### src/rtl/stc_pkg.sv
`timescale 1ns/1ps
package stc_pkg;

  // Register addresses. Software-visible, so they are fixed.
  localparam logic [1:0] ADDR_CTRL = 2'd0;
  localparam logic [1:0] ADDR_CNT  = 2'd1;
  localparam logic [1:0] ADDR_TMO  = 2'd2;
  localparam logic [1:0] ADDR_STAT = 2'd3;

  // Bit positions inside the status word.
  localparam int ST_CMP_BIT  = 0;
  localparam int ST_FAIL_BIT = 1;
  localparam int ST_TO_BIT   = 2;
  localparam int ST_BUSY_BIT = 3;
  localparam int ST_IDX_LSB  = 8;

  typedef enum logic [1:0] {
    ST_IDLE   = 2'd0,
    ST_LAUNCH = 2'd1,
    ST_WAIT   = 2'd2,
    ST_RESET  = 2'd3
  } stcState_e;

  // Strobes from the control to the datapath.
  typedef struct packed {
    logic startRun;     // clear the status, the index and the counters
    logic runTick;      // one more cycle spent in the interval phase
    logic advance;      // step to the next interval
    logic latchFail;    // interval reported a mismatch
    logic setComplete;  // all intervals finished
    logic setTimeout;   // time budget used up
    logic rstTick;      // one more cycle of reset request
  } stcStrobe_t;

endpackage

### src/rtl/stc_datapath.sv
`timescale 1ns/1ps
module stc_datapath
  import stc_pkg::*;
#(
  parameter int DATA_W    = 32,
  parameter int IDX_W     = 5,
  parameter int TMO_W     = 16,
  parameter int RST_LEN   = 8,
  parameter logic [3:0] START_KEY = 4'hA
) (
  input  logic              clk,
  input  logic              porRstN,
  input  logic              busWrEn,
  input  logic [1:0]        busAddr,
  input  logic [DATA_W-1:0] busWdata,
  output logic [DATA_W-1:0] busRdata,
  input  logic              busy,
  input  stcStrobe_t        strobe,
  output logic              keyHit,
  output logic              countZero,
  output logic              lastIdx,
  output logic              tmoHit,
  output logic              rstDone,
  output logic [IDX_W-1:0]  curIdx,
  output logic [IDX_W-1:0]  cfgCount,
  output logic [TMO_W-1:0]  cfgTmo,
  output logic [DATA_W-1:0] statusWord
);

  localparam int RC_W = (RST_LEN > 2) ? $clog2(RST_LEN) : 1;
  localparam logic [RC_W-1:0] RC_LAST = RC_W'(RST_LEN - 1);

  logic [3:0]       cfgKey;
  logic [TMO_W-1:0] runCnt;
  logic [RC_W-1:0]  rstCnt;
  logic             stCmp;
  logic             stFail;
  logic             stTo;
  logic [IDX_W-1:0] stIdx;
  logic             unusedWdataHi;

  assign unusedWdataHi = ^busWdata[DATA_W-1:TMO_W];

  // Configuration registers. They are written only while idle.
  always_ff @(posedge clk or negedge porRstN) begin
    if (!porRstN) begin
      cfgKey   <= '0;
      cfgCount <= '0;
      cfgTmo   <= '0;
    end else if (busWrEn && !busy) begin
      case (busAddr)
        ADDR_CTRL: cfgKey   <= busWdata[3:0];
        ADDR_CNT:  cfgCount <= busWdata[IDX_W-1:0];
        ADDR_TMO:  cfgTmo   <= busWdata[TMO_W-1:0];
        default:   ;
      endcase
    end
  end

  // Interval index, elapsed-cycle counter and reset-length counter.
  always_ff @(posedge clk or negedge porRstN) begin
    if (!porRstN) begin
      curIdx <= '0;
      runCnt <= '0;
      rstCnt <= '0;
    end else if (strobe.startRun) begin
      curIdx <= '0;
      runCnt <= '0;
      rstCnt <= '0;
    end else begin
      if (strobe.advance) curIdx <= curIdx + 1'b1;
      if (strobe.runTick) runCnt <= runCnt + 1'b1;
      if (strobe.rstTick) rstCnt <= rstCnt + 1'b1;
    end
  end

  // Status latch. Only the power-on reset clears it, never the core reset.
  always_ff @(posedge clk or negedge porRstN) begin
    if (!porRstN) begin
      stCmp  <= 1'b0;
      stFail <= 1'b0;
      stTo   <= 1'b0;
      stIdx  <= '0;
    end else begin
      if (strobe.startRun) begin
        stCmp  <= 1'b0;
        stFail <= 1'b0;
        stTo   <= 1'b0;
        stIdx  <= '0;
      end
      if (strobe.latchFail && !stFail) begin
        stFail <= 1'b1;
        stIdx  <= curIdx;
      end
      if (strobe.setComplete) stCmp <= 1'b1;
      if (strobe.setTimeout) begin
        stTo   <= 1'b1;
        stFail <= 1'b1;
      end
    end
  end

  assign keyHit    = busWrEn && (busAddr == ADDR_CTRL) && (busWdata[3:0] == START_KEY);
  assign countZero = (cfgCount == '0);
  assign lastIdx   = (curIdx == cfgCount - 1'b1);
  assign tmoHit    = (({1'b0, runCnt} + 1'b1) >= {1'b0, cfgTmo});
  assign rstDone   = (rstCnt == RC_LAST);

  always_comb begin
    statusWord = '0;
    statusWord[ST_CMP_BIT]  = stCmp;
    statusWord[ST_FAIL_BIT] = stFail;
    statusWord[ST_TO_BIT]   = stTo;
    statusWord[ST_BUSY_BIT] = busy;
    statusWord[ST_IDX_LSB +: IDX_W] = stIdx;
  end

  always_comb begin
    case (busAddr)
      ADDR_CTRL: busRdata = DATA_W'(cfgKey);
      ADDR_CNT:  busRdata = DATA_W'(cfgCount);
      ADDR_TMO:  busRdata = DATA_W'(cfgTmo);
      default:   busRdata = statusWord;
    endcase
  end

endmodule

### src/rtl/stc_control.sv
`timescale 1ns/1ps
module stc_control
  import stc_pkg::*;
(
  input  logic       clk,
  input  logic       porRstN,
  input  logic       keyHit,
  input  logic       countZero,
  input  logic       lastIdx,
  input  logic       tmoHit,
  input  logic       rstDone,
  input  logic       patDone,
  input  logic       patPass,
  output stcStrobe_t strobe,
  output logic       busy,
  output logic       patStart,
  output logic       coreRstReq
);

  stcState_e state;
  stcState_e stateNext;

  always_ff @(posedge clk or negedge porRstN) begin
    if (!porRstN) state <= ST_IDLE;
    else          state <= stateNext;
  end

  always_comb begin
    stateNext = state;
    strobe    = '0;
    case (state)
      ST_IDLE: begin
        if (keyHit) begin
          strobe.startRun = 1'b1;
          if (countZero) begin
            strobe.setComplete = 1'b1;
            stateNext = ST_RESET;
          end else begin
            stateNext = ST_LAUNCH;
          end
        end
      end
      ST_LAUNCH: begin
        strobe.runTick = 1'b1;
        if (tmoHit) begin
          strobe.setTimeout = 1'b1;
          stateNext = ST_RESET;
        end else begin
          stateNext = ST_WAIT;
        end
      end
      ST_WAIT: begin
        strobe.runTick = 1'b1;
        if (patDone) begin
          strobe.latchFail = !patPass;
          if (lastIdx) begin
            // A completion wins over a timeout in the same cycle.
            strobe.setComplete = 1'b1;
            stateNext = ST_RESET;
          end else begin
            strobe.advance = 1'b1;
            stateNext = ST_LAUNCH;
          end
        end else if (tmoHit) begin
          strobe.setTimeout = 1'b1;
          stateNext = ST_RESET;
        end
      end
      ST_RESET: begin
        strobe.rstTick = 1'b1;
        if (rstDone) stateNext = ST_IDLE;
      end
      default: stateNext = ST_IDLE;
    endcase
  end

  assign busy       = (state != ST_IDLE);
  assign patStart   = (state == ST_LAUNCH);
  assign coreRstReq = (state == ST_RESET);

endmodule

### src/rtl/selftest_ctrl.sv
`timescale 1ns/1ps
module selftest_ctrl
  import stc_pkg::*;
#(
  parameter int DATA_W    = 32,
  parameter int IDX_W     = 5,
  parameter int TMO_W     = 16,
  parameter int RST_LEN   = 8,
  parameter logic [3:0] START_KEY = 4'hA
) (
  input  logic              clk,
  input  logic              porRstN,
  input  logic              busWrEn,
  input  logic [1:0]        busAddr,
  input  logic [DATA_W-1:0] busWdata,
  output logic [DATA_W-1:0] busRdata,
  output logic              patStart,
  output logic [IDX_W-1:0]  patIdx,
  input  logic              patDone,
  input  logic              patPass,
  output logic              coreRstReq
);

  stcStrobe_t       strobe;
  logic             busy;
  logic             keyHit;
  logic             countZero;
  logic             lastIdx;
  logic             tmoHit;
  logic             rstDone;
  logic [IDX_W-1:0] cfgCount;
  logic [TMO_W-1:0] cfgTmo;
  logic [DATA_W-1:0] statusWord;

  stc_control u_control (
    .clk        (clk),
    .porRstN    (porRstN),
    .keyHit     (keyHit),
    .countZero  (countZero),
    .lastIdx    (lastIdx),
    .tmoHit     (tmoHit),
    .rstDone    (rstDone),
    .patDone    (patDone),
    .patPass    (patPass),
    .strobe     (strobe),
    .busy       (busy),
    .patStart   (patStart),
    .coreRstReq (coreRstReq)
  );

  stc_datapath #(
    .DATA_W    (DATA_W),
    .IDX_W     (IDX_W),
    .TMO_W     (TMO_W),
    .RST_LEN   (RST_LEN),
    .START_KEY (START_KEY)
  ) u_datapath (
    .clk        (clk),
    .porRstN    (porRstN),
    .busWrEn    (busWrEn),
    .busAddr    (busAddr),
    .busWdata   (busWdata),
    .busRdata   (busRdata),
    .busy       (busy),
    .strobe     (strobe),
    .keyHit     (keyHit),
    .countZero  (countZero),
    .lastIdx    (lastIdx),
    .tmoHit     (tmoHit),
    .rstDone    (rstDone),
    .curIdx     (patIdx),
    .cfgCount   (cfgCount),
    .cfgTmo     (cfgTmo),
    .statusWord (statusWord)
  );

endmodule

### config.mk
export PLATFORM = sky130hd
export DESIGN_NAME = selftest_ctrl
export DESIGN_NICKNAME = d
export VERILOG_FILES = /design/src/rtl/stc_pkg.sv /design/src/rtl/stc_datapath.sv /design/src/rtl/stc_control.sv /design/src/rtl/selftest_ctrl.sv
export SDC_FILE = /design/constraint.sdc
export NUM_CORES = 1
export LEC_CHECK = 0
export ABC_CLOCK_PERIOD_IN_PS = 7400
export CAP_MARGIN = 20
export CELL_PAD_IN_SITES_DETAIL_PLACEMENT = 0
export CELL_PAD_IN_SITES_GLOBAL_PLACEMENT = 1
export CORE_ASPECT_RATIO = 1.4
export CORE_MARGIN = 1
export CORE_UTILIZATION = 43
export DETAILED_ROUTE_END_ITERATION = 8
export PLACE_DENSITY = 0.94
export SLEW_MARGIN = 30
export SYNTH_ARGS = -nofsm -noshare
export SYNTH_HDL_FRONTEND = slang
export SYNTH_HIERARCHICAL = 1
export SYNTH_SLANG_ARGS = --single-unit
### constraint.sdc
create_clock -name clk -period 7.4 [get_ports clk]
set_input_delay 2.22 -clock clk [delete_from_list [all_inputs] [get_ports clk]]
set_output_delay 2.22 -clock clk [all_outputs]
set_load 0.01 [all_outputs]
==> metrics.md <==
| Metric | Value |
|---|---|
| Hold slack final | 475 ps |
| Overflow after GRT | 0 |
| Die width | between 80 and 90 um |
| DR vias | 2913 |
| CP bufs+invs | 2 |
| Synth warn | 6 |
| Final hold viol count | 0 |
| Crit Path Max Fanout | 15 |
| Switching Share | 35.7% |
| Placed inst area | 0.00425 mm2 |
| Die Y | 113 um |
| Crit path max-delay family | buffers and inverters |
| Period minus WS final | 6570 ps |
| Final HPWL DP | about 6 mm |
| Seq pwr share | 33.8% |
| Crit-path cells | clkdlybuf4s50_1 -> nor2b_1 -> and2_1 -> clkdlybuf4s50_1 |
| Combinational Power Share | 40.8% |
| Nets | 509 |
| CP most frequent cell | clkdlybuf4s50_1 |
| Via-per-instance ratio | 5.28 |
| CP Depth | 4 |
| Post-CTS Setup Repair Bufs | 0 |
| Min-Delay Path Class | register to register |
| Critical path data required time | 5180 ps |
| Int Pwr | 0.00109 W |
| Total power | 0.00170 W |
| Post_cts resized | 0 |
| IO buf count | 45 |
| Row count | 40 |
| CTS Buf Count | 9 |
| Share of layout cells above drive strength 1 | under 10% |
| # IOs | 78 |
| RSZ-0062 raised after global routing | false |
| Slew HR | 45.1% |
| Clk Latency, worst-skew pair | 320 ps |
| Gr usage total | 19.9% |
| Largest net degree at the start of global routing | 60 |
| CTS Sinks | 59 |
| Die area | 0.00914 mm2 |
| Initial antenna violation count | 0 |
| Detail Route Antenna Nets | 0 |
| RR Startpoint | u_datapath/runCnt[0] |
| Mapped Area | 0.00376 mm2 |
| Design Area, Final | around 0.0046 mm2 |
| Final-report setup violation count | 0 |
| PwrDens | ~370 mW/mm2 |
| Max-cap violations | 0 |
| Setup TNS | 0 ps |
| Syn avg cell area | 9.43 um2 |
| Setup slack, reg-to-reg | 3760 ps |
| Initial drt markers | 116 |
| Critical path class | primary input to output port |
| Worst-Margin Slew | 821 ps |
| Max Clk Rate | between 150 and 200 MHz |
| CTS Buffer Depth | 2 |
| NetSw | 0.000607 W |
| R2r endpoint | u_control/state[0] |
| Crit path from | busAddr[1] |
| Pre-CTS worst setup slack | a little over 800 ps |
| CTS H-Tree Depth | 3 |
| Period utilization | 88.7% |
| Layout Skew | 5.81 ps |
| GPL Wtd Cong | approximately 0.78 |
| Vias in the first global route | 2893 |
| Kind of end point of the critical path | output port |
| Clock power share | 25.5% |
| Worst EP arrival | around 4400 ps |
| DR WL/cell | 14.9 um |
| Synth-to-layout area growth | 21.1% |
| CTS tree | yes |
| Max-slew violations | 0 |
| Clock slew at reported path FFs | 50 ps |
| Final WS setup | ~830 ps |
| Worst R2R Path Depth | 13 |
| DR pass1 iterations | 4 |
| DRT Wirelength | 8.21 mm |
| Cts hold-fix bufs | 0 |
| First-pass GRT wire length | 13.7 mm |
| Register Area | approximately 0.0015 mm2 |
| Largest stage delay, worst path | around 790 ps |
| Post-Syn Instances | about 400 |
| Clk root buf | clkbuf_16 |
| Crit path capture | busRdata[7] |
| Core ar. | 0.00856 mm2 |
| Fill cell count | 769 |
| Lkg Pwr | 2.06 nW |
| CP max stage cell | clkdlybuf4s50_1 |
| N_diodes | 0 |
| Area of the multi-input gates | 0.00207 mm2 |
| CP startpoint kind | primary input |
| DRC | 0 |
| Worst vdd ir | between 150 and 200 uV |
| Starting Density | 44.0% |
| Outcome | finished, final reports clean |
==> area by class of cell <==
cell class                 instances  area share, %
clock buffer                      13           5.49
clock inverter                     2           1.32
inverter                          26           2.14
multi-input combinational        298           45.3
sequential                        59           32.4
tap                              105           2.88
timing repair buffer              49           10.4
==> stage by stage <==
step                instances  utilization [%]
floorplan                 414                -
global placement          537             49.6
detailed placement        537             49.6
CTS                       552             53.3
global route              552             53.3
finish                    552             53.3
==> routing by layer <==
metal	share of wire (%)	GRT usage (%)	wire length, um	vias up
met3	3.0	3.95	246	19
met2	53	34.7	4320	67
met4	3.9	10.6	321	0
li1	-	-	-	1408
met5	0	0	0	-
met1	40	22.2	3320	1419
==> worst register-to-register path: stages (launching register included) <==
cell and delay, ps:
dfrtp_1 440, ha_1 290, nand3_2 170, nor3_2 360, nand2_1 140, xnor2_1 170, ha_1 330, nand4_1 160
o21ai_0 190, a211oi_1 100, o211ai_1 330, inv_1 90, a222oi_1 530, mux2i_1 250
==> flip-flops by register name, summed over array words and instances (netlist names) <==
signal and cells:
u_control/state 2, u_datapath/cfgCount 5, u_datapath/cfgKey 4, u_datapath/cfgTmo 16, u_datapath/curIdx 5, u_datapath/rstCnt 3
u_datapath/runCnt 16, u_datapath/stCmp 1, u_datapath/stFail 1, u_datapath/stIdx 5, u_datapath/stTo 1
==> worst min path at each step <==
stage	from	cells after the start	slack [ps]	to
2_1_floorplan	u_datapath/stCmp	1	450	u_datapath/stCmp
3_3_place_gp	u_datapath/stCmp	1	460	u_datapath/stCmp
3_5_place_dp	u_datapath/stCmp	1	470	u_datapath/stCmp
4_1_cts	u_datapath/stCmp	1	480	u_datapath/stCmp
5_1_grt	u_datapath/stCmp	1	510	u_datapath/stCmp
6_report	u_datapath/stCmp	1	480	u_datapath/stCmp
==> placed cells by master (no fill, tap or decap), types with 8 or more instances in the layout <==
cell,instances
a21oi_1,8
o21ai_1,17
conb_1,16
nand3_1,10
o21ai_0,11
nand4_1,11
xor2_1,24
inv_1,26
dfrtp_1,59
clkbuf_16,9
nand2_1,44
ha_1,27
mux2_2,8
nor2_1,36
xnor2_1,14
mux2i_1,11
clkdlybuf4s50_1,44
==> power groups by stage <==
| stage | Clock (W) | Combinational, W | Sequential [W] |
|---|---|---|---|
| 2_1_floorplan | 0 | 0.000505 | 0.000541 |
| 3_3_place_gp | 0 | 0.000665 | 0.000571 |
| 3_5_place_dp | 0 | 0.000690 | 0.000581 |
| 4_1_cts | 0.000440 | 0.000699 | 0.000576 |
| 5_1_grt | 0.000456 | 0.000775 | 0.000595 |
| 6_report | 0.000433 | 0.000694 | 0.000575 |
No activity file was read; power rests on OpenSTA's default activity.
